===== src/rtl/chkpkt_pkg.sv =====
package chkpkt_pkg;
  localparam int BYTE_W = 8;
  localparam int HDR_N  = 4;

  typedef enum logic [2:0] {
    FS_IDLE, FS_HDR, FS_SUM1, FS_DATA, FS_SUM2, FS_TERM
  } fstate_t;

  // modulo-256 accumulate used by both checksums
  function automatic logic [BYTE_W-1:0] add_mod(input logic [BYTE_W-1:0] a,
                                                input logic [BYTE_W-1:0] b);
    logic [BYTE_W:0] t;
    t = {1'b0, a} + {1'b0, b};
    return t[BYTE_W-1:0];
  endfunction

  // line level to logic bit (bus is active low)
  function automatic logic line_to_bit(input logic lvl);
    return ~lvl;
  endfunction
endpackage


===== src/rtl/chkpkt_bitcol.sv =====
module chkpkt_bitcol #(
  parameter int BITS = 8
) (
  input  logic            clk,
  input  logic            rst_n,
  input  logic            restart,
  input  logic            enable,
  input  logic            line_clk,
  input  logic            line_dat,
  output logic            byte_stb,
  output logic [BITS-1:0] byte_q
);
  import chkpkt_pkg::*;
  localparam int CW = $clog2(BITS);
  localparam logic [CW-1:0] LAST = CW'(BITS - 1);

  logic            clk_d;
  logic [CW-1:0]   cnt;
  logic [BITS-1:0] shreg;
  logic            rise;
  logic [BITS-1:0] shifted;

  assign rise    = line_clk & ~clk_d;
  assign shifted = {shreg[BITS-2:0], line_to_bit(line_dat)};

  always_ff @(posedge clk) begin
    if (!rst_n) begin
      clk_d    <= 1'b0;
      cnt      <= '0;
      shreg    <= '0;
      byte_stb <= 1'b0;
      byte_q   <= '0;
    end else begin
      clk_d    <= line_clk;
      byte_stb <= 1'b0;
      if (restart) begin
        cnt   <= '0;
        shreg <= '0;
      end else if (enable && rise) begin
        shreg <= shifted;
        if (cnt == LAST) begin
          cnt      <= '0;
          byte_stb <= 1'b1;
          byte_q   <= shifted;
        end else begin
          cnt <= cnt + 1'b1;
        end
      end
    end
  end

  // a byte needs eight edges, each spanning at least two cycles
  AST_BYTE_SPACING: assert property (@(posedge clk) disable iff (!rst_n)
    byte_stb |=> !byte_stb);
endmodule


===== src/rtl/chkpkt_sum.sv =====
module chkpkt_sum #(
  parameter int W = 8
) (
  input  logic         clk,
  input  logic         rst_n,
  input  logic         clr,
  input  logic         add_en,
  input  logic [W-1:0] din,
  output logic [W-1:0] sum_q
);
  import chkpkt_pkg::*;

  always_ff @(posedge clk) begin
    if (!rst_n)      sum_q <= '0;
    else if (clr)    sum_q <= '0;
    else if (add_en) sum_q <= add_mod(sum_q, din);
  end
endmodule


===== src/rtl/chkpkt_framer.sv =====
module chkpkt_framer #(
  parameter int N_A    = 4,
  parameter int N_B    = 5,
  parameter int FLAG_A = 7,
  parameter int FLAG_B = 6
) (
  input  logic                                   clk,
  input  logic                                   rst_n,
  input  logic                                   gap_found,
  input  logic                                   byte_stb,
  input  logic [chkpkt_pkg::BYTE_W-1:0]          byte_q,
  input  logic [chkpkt_pkg::BYTE_W-1:0]          sum_q,
  output logic                                   add_en,
  output logic                                   busy,
  output logic [chkpkt_pkg::HDR_N*chkpkt_pkg::BYTE_W-1:0] hdr_flat,
  output logic [(N_A+N_B)*chkpkt_pkg::BYTE_W-1:0] payload,
  output logic                                   pkt_valid,
  output logic                                   abort_req
);
  import chkpkt_pkg::*;
  localparam int NSLOT = N_A + N_B;
  localparam int IW    = $clog2(NSLOT + HDR_N);
  localparam logic [IW-1:0] HDR_LAST = IW'(HDR_N - 1);
  localparam logic [IW-1:0] A_LAST   = IW'(N_A - 1);
  localparam logic [IW-1:0] B_FIRST  = IW'(N_A);
  localparam logic [IW-1:0] B_LAST   = IW'(NSLOT - 1);
  localparam int CMD_POS = 2; // primary command is the third header byte

  fstate_t st;
  logic [IW-1:0] idx;
  logic [HDR_N-1:0][BYTE_W-1:0] hdr;
  logic [NSLOT-1:0][BYTE_W-1:0] slot;
  logic flag_a, flag_b, sum_ok;

  assign flag_a   = hdr[CMD_POS][FLAG_A];
  assign flag_b   = hdr[CMD_POS][FLAG_B];
  assign sum_ok   = (byte_q == sum_q);
  assign busy     = (st != FS_IDLE);
  assign add_en   = byte_stb && !gap_found && (st == FS_HDR || st == FS_DATA);
  assign hdr_flat = hdr;
  assign payload  = slot;

  always_ff @(posedge clk) begin
    if (!rst_n) begin
      st        <= FS_IDLE;
      idx       <= '0;
      hdr       <= '0;
      slot      <= '0;
      pkt_valid <= 1'b0;
      abort_req <= 1'b0;
    end else begin
      pkt_valid <= 1'b0;
      abort_req <= 1'b0;
      if (gap_found) begin
        st   <= FS_HDR;
        idx  <= '0;
        hdr  <= '0;
        slot <= '0;
      end else if (byte_stb) begin
        case (st)
          FS_HDR: begin
            hdr[idx[$clog2(HDR_N)-1:0]] <= byte_q;
            if (idx == '0 && byte_q == '0) begin
              abort_req <= 1'b1;
              st        <= FS_IDLE;
            end else if (idx == HDR_LAST) begin
              st <= FS_SUM1;
            end else begin
              idx <= idx + 1'b1;
            end
          end
          FS_SUM1: begin
            if (!sum_ok) begin
              abort_req <= 1'b1;
              st        <= FS_IDLE;
            end else if (flag_a) begin
              st  <= FS_DATA;
              idx <= '0;
            end else if (flag_b) begin
              st  <= FS_DATA;
              idx <= B_FIRST;
            end else begin
              st <= FS_TERM;
            end
          end
          FS_DATA: begin
            slot[idx] <= byte_q;
            if (idx == A_LAST && !flag_b) st <= FS_TERM;
            else if (idx == B_LAST)       st <= FS_SUM2;
            else                          idx <= idx + 1'b1;
          end
          FS_SUM2: begin
            if (!sum_ok) begin
              abort_req <= 1'b1;
              st        <= FS_IDLE;
            end else begin
              st <= FS_TERM;
            end
          end
          FS_TERM: begin
            if (byte_q == '0) pkt_valid <= 1'b1;
            else              abort_req <= 1'b1;
            st <= FS_IDLE;
          end
          default: st <= FS_IDLE;
        endcase
      end
    end
  end

  AST_STROBES_EXCL: assert property (@(posedge clk) disable iff (!rst_n)
    !(pkt_valid && abort_req));
  AST_VALID_SINGLE: assert property (@(posedge clk) disable iff (!rst_n)
    pkt_valid |=> !pkt_valid);
  AST_END_IS_IDLE: assert property (@(posedge clk) disable iff (!rst_n)
    (pkt_valid || abort_req) |-> (st == FS_IDLE));
  AST_ZERO_DEST: assert property (@(posedge clk) disable iff (!rst_n)
    (st == FS_HDR && idx == '0 && byte_stb && !gap_found && byte_q == '0) |=> abort_req);
  AST_SUM1_BAD: assert property (@(posedge clk) disable iff (!rst_n)
    (st == FS_SUM1 && byte_stb && !gap_found && !sum_ok) |=> abort_req);
  AST_SUM2_BAD: assert property (@(posedge clk) disable iff (!rst_n)
    (st == FS_SUM2 && byte_stb && !gap_found && !sum_ok) |=> abort_req);
  AST_FIELDS_HOLD: assert property (@(posedge clk) disable iff (!rst_n)
    (st == FS_IDLE && !gap_found) |=> ($stable(hdr_flat) && $stable(payload)));
endmodule


===== src/rtl/chkpkt_rx.sv =====
module chkpkt_rx #(
  parameter int N_A    = 4,
  parameter int N_B    = 5,
  parameter int FLAG_A = 7,
  parameter int FLAG_B = 6
) (
  input  logic                      clk,
  input  logic                      rst_n,
  input  logic                      line_clk,
  input  logic                      line_dat,
  input  logic                      gap_found,
  output logic [7:0]                rx_addr,
  output logic [7:0]                tx_addr,
  output logic [7:0]                cmd_a,
  output logic [7:0]                cmd_b,
  output logic [(N_A+N_B)*8-1:0]    payload,
  output logic                      pkt_valid,
  output logic                      abort_req
);
  import chkpkt_pkg::*;

  logic              byte_stb, add_en, busy;
  logic [BYTE_W-1:0] byte_q, sum_q;
  logic [HDR_N*BYTE_W-1:0] hdr_flat;

  chkpkt_bitcol #(.BITS(BYTE_W)) u_bits (
    .clk(clk), .rst_n(rst_n), .restart(gap_found), .enable(busy),
    .line_clk(line_clk), .line_dat(line_dat),
    .byte_stb(byte_stb), .byte_q(byte_q));

  chkpkt_sum #(.W(BYTE_W)) u_sum (
    .clk(clk), .rst_n(rst_n), .clr(gap_found), .add_en(add_en),
    .din(byte_q), .sum_q(sum_q));

  chkpkt_framer #(.N_A(N_A), .N_B(N_B), .FLAG_A(FLAG_A), .FLAG_B(FLAG_B)) u_frm (
    .clk(clk), .rst_n(rst_n), .gap_found(gap_found),
    .byte_stb(byte_stb), .byte_q(byte_q), .sum_q(sum_q),
    .add_en(add_en), .busy(busy), .hdr_flat(hdr_flat), .payload(payload),
    .pkt_valid(pkt_valid), .abort_req(abort_req));

  assign rx_addr = hdr_flat[7:0];
  assign tx_addr = hdr_flat[15:8];
  assign cmd_a   = hdr_flat[23:16];
  assign cmd_b   = hdr_flat[31:24];
endmodule


===== config.mk =====
export PLATFORM = sky130hd
export DESIGN_NAME = chkpkt_rx
export DESIGN_NICKNAME = d
export VERILOG_FILES = /design/src/rtl/chkpkt_pkg.sv /design/src/rtl/chkpkt_bitcol.sv /design/src/rtl/chkpkt_sum.sv /design/src/rtl/chkpkt_framer.sv /design/src/rtl/chkpkt_rx.sv
export SDC_FILE = /design/constraint.sdc
export NUM_CORES = 1
export LEC_CHECK = 0
export CAP_MARGIN = 20
export CORE_UTILIZATION = 55
export DETAILED_ROUTE_END_ITERATION = 10
export GPL_TIMING_DRIVEN = 0
export PLACE_DENSITY = 0.95
export SLEW_MARGIN = 20
export SYNTH_ARGS = -nofsm -noshare
export SYNTH_HDL_FRONTEND = slang
export SYNTH_SLANG_ARGS = --single-unit

===== constraint.sdc =====
create_clock -name clk -period 3.2 [get_ports clk]
set_input_delay 0.64 -clock clk [delete_from_list [all_inputs] [get_ports clk]]
set_output_delay 0.64 -clock clk [all_outputs]
set_load 0.03 [all_outputs]

==> out/summary.txt <==
layout cells sized above 1 - 6.59%
worst slew pin tran - 820 ps
fin crit share - 89.0%
Post-Place Cells - 923
postcts setup bufs - 0
area delta synth->final - 30.7%
DRC violations left - 0
nets@finish - 825
Startpoint Class - flip-flop
# fillers - 695
placed inst area - 7190 um2
Hold EP - u_frm.payload[20]
area of the multi-input gates - 2830 um2
Sequential Area - 2820 um2
Synth Instances - 677
leak pwr - 2.77 nW
Final Skew - 9.58 ps
CTS Buffer Depth - 2
row count - 37
final std cells w/o fill - 955
Root Driver - clkbuf_8
register bit total from synthesis - 141
Setup Total Neg Slack - 0 ps
CTS tree - yes
most frequent cells in the layout - 141 x dfxtp_1, 110 x clkdlybuf4s50_1, 90 x nand2_1
Finish-stage setup viols - 0
cell depth of the worst flop-to-flop path - 9
RR Endpoint - u_sum.sum_q[4]
crit path kind - flip-flop to flip-flop
Post-Route Utilization - 74.6%
Clock transition at path regs - 70 ps
crit-path max FO - 10
synth warn - 0
Worst-Skew Late Latency - 550 ps
H-tree depth - 4
detailed-route vias per instance - 6.19
vias in the first global route - 5,865
RSZ-0062 raised after global routing - false
first-pass GRT wire length - 29.8 mm
largest net degree at the start of global routing - 17
HP Start - u_frm.payload[20]
WL final - 19.0 mm
initial antenna violation count - 0
HPWL Detailed - 12.3 mm
cts hold-fix bufs - 0
crit path DAT - 3290 ps
Placer Congestion - 0.871
via count - 5,916
post-route minimum period - 2850 ps
DRT antenna net count - 0
Starting Density - 57.0%
maxcap violations - 0
aggregate global-route resource usage - 34.4%
Hold Path Class - flip-flop to flip-flop
required time of the critical path - 3640 ps
maximum VDD drop - 0.000368 V
Setup crit end kind - flip-flop
Remaining Overflow, GRT - 0
PortBufs - 110
register area share after synthesis - 47.7%
cell count of the worst hold path - 2
TritonCTS Buffers - 17
Post-Syn Nets - 696
Post-synth EDFFs - 0
CTS resizes - 0
PwrDens - 473 nW/um2
Mapped Avg Cell Area - 8.74 um2
outcome - completed
FFs w/ async S/R, synth - 0%
Antenna Diode Count - 0
Finished Cell Area - 7730 um2
Unique masters post-synth - 56
Routed wire per std cell - 19.9 um
Ports - 111
initial DRC count - 639
final-report max-slew violation count - 0
Power Total - 3.66 mW
Mapped Area - 5920 um2
Die Ht - 106 um
final-report hold violation count - 0
top achievable clock speed - 351 MHz
commonest non-fill, non-tap cell in the layout - dfxtp_1
router iterations before antenna repair - 9
die width - 106 um
worst rel slew slack - 45.3%
main flop type after synthesis - dfxtp_1
Sink Count - 141
internal reg-to-reg setup slack - 350 ps
FF-to-FF Start - u_bits.byte_q[1]
Die Footprint - 11,200 um2
core footprint - 10,400 um2
==> where the power goes <==
group	leakage, nW	switching [mW]	internal, mW	total (mW)
Sequential	1.14	0.000975	1.76	1.76
Clock	0.251	0.848	0.979	1.83
Combinational	1.38	0.0536	0.0197	0.0733
Total	2.77	0.902	2.76	3.66
==> worst max-delay path by stage <==
stage	slack, ps	end	startpoint
floorplan	1050	u_frm.st[0]	u_frm.idx[0]
finish	350	u_sum.sum_q[4]	u_bits.byte_q[1]
global route	300	u_sum.sum_q[4]	u_bits.byte_q[1]
detailed placement	280	u_frm.payload[9]	gap_found
CTS	490	u_sum.sum_q[4]	u_bits.byte_q[1]
global placement	370	u_frm.hdr_flat[31]	gap_found
==> cells by family (layout without fill, tap and decap cells) <==
kind of cell | Yosys count | in the layout | share of synthesized area, %
AOI/OAI and AO/OA | 112 | 112 | 11.1
xor gates and xnor gates | 3 | 3 | 0.444
adders and majority gates | 14 | 14 | 3.09
buffers and inverters | 63 | 205 | 4.46
DFF | 141 | 141 | 47.7
muxes | 57 | 57 | 9.67
and+or+nand+nor | 287 | 287 | 23.5
==> sequential cells by signal (all words and copies together) (netlist names) <==
signal and cells:
u_bits.cnt 3, u_frm.st 3, u_frm.hdr_flat 32, u_frm.abort_req 1, u_bits.clk_d 1, u_sum.sum_q 8
u_bits.byte_stb 1, u_frm.idx 4, u_bits.shreg 7, u_bits.byte_q 8, u_frm.pkt_valid 1, u_frm.payload 72
==> cell type report <==
class	instances	area share (%)
Buffer	51	2.83
Inverter	12	0.583
Tap cell	136	2.20
Timing Repair Buffer	110	14.2
Sequential cell	141	36.5
Clock inverter	14	1.63
Clock buffer	18	5.41
Multi-Input combinational cell	473	36.6
==> metrics by stage <==
stage / setup slack, ps / hold WS, ps
final: 353 / 457
after global routing: 303 / 476
after CTS: 493 / 454
after detailed placement: 282 / 447
after global placement: 369 / 444
after floorplan: 1050 / 436
==> critical path, stage by stage, from the launching register on <==
cell and delay, ps:
dfxtp_1 350, buf_6 160, clkbuf_1 580, inv_1 170
fa_1 500, nor2b_1 170, o21ai_0 110, a21boi_0 410
nor4_1 110, o21a_1 180
==> synthesized netlist by cell type, types with 2 or more instances <==
library cell	number	area, um2
nor2b_1	14	87.6
xnor2_1	2	17.5
and2_1	3	18.8
inv_1	11	41.3
nor3_1	9	45.0
o31ai_1	2	15.0
and3_1	2	12.5
nand3b_1	2	15.0
nand3_1	74	370
and4_1	2	17.5
buf_1	10	37.5
ha_1	13	163
nand2_1	90	338
mux2i_1	56	561
nor2_1	59	221
and3b_1	2	17.5
nor4_1	4	25.0
a211oi_1	3	22.5
buf_2	10	50.1
nor3b_1	4	30.0
nand2b_1	4	25.0
clkbuf_1	28	105
a31oi_1	3	18.8
o21ai_0	5	25.0
a21oi_1	78	390
nand4_1	6	37.5
nor4_4	2	42.5
o21a_1	3	22.5
or3b_1	2	17.5
o21bai_1	2	15.0
a32o_1	2	20.0
o211ai_1	4	30.0
or4_1	2	15.0
dfxtp_1	141	2820
buf_4	2	15.0
==> per-layer routing <==
metal | part of all wire [%] | wire, um | GRT usage (%) | vias to the layer above
met3 | 11 | 2010 | 9.34 | 101
met5 | 0 | 0 | 0 | -
met2 | 48 | 9060 | 56.3 | 453
met1 | 36 | 6910 | 39.5 | 2746
li1 | - | - | - | 2616
met4 | 5.2 | 994 | 22.4 | 0
No activity file was read; power rests on OpenSTA's default activity.
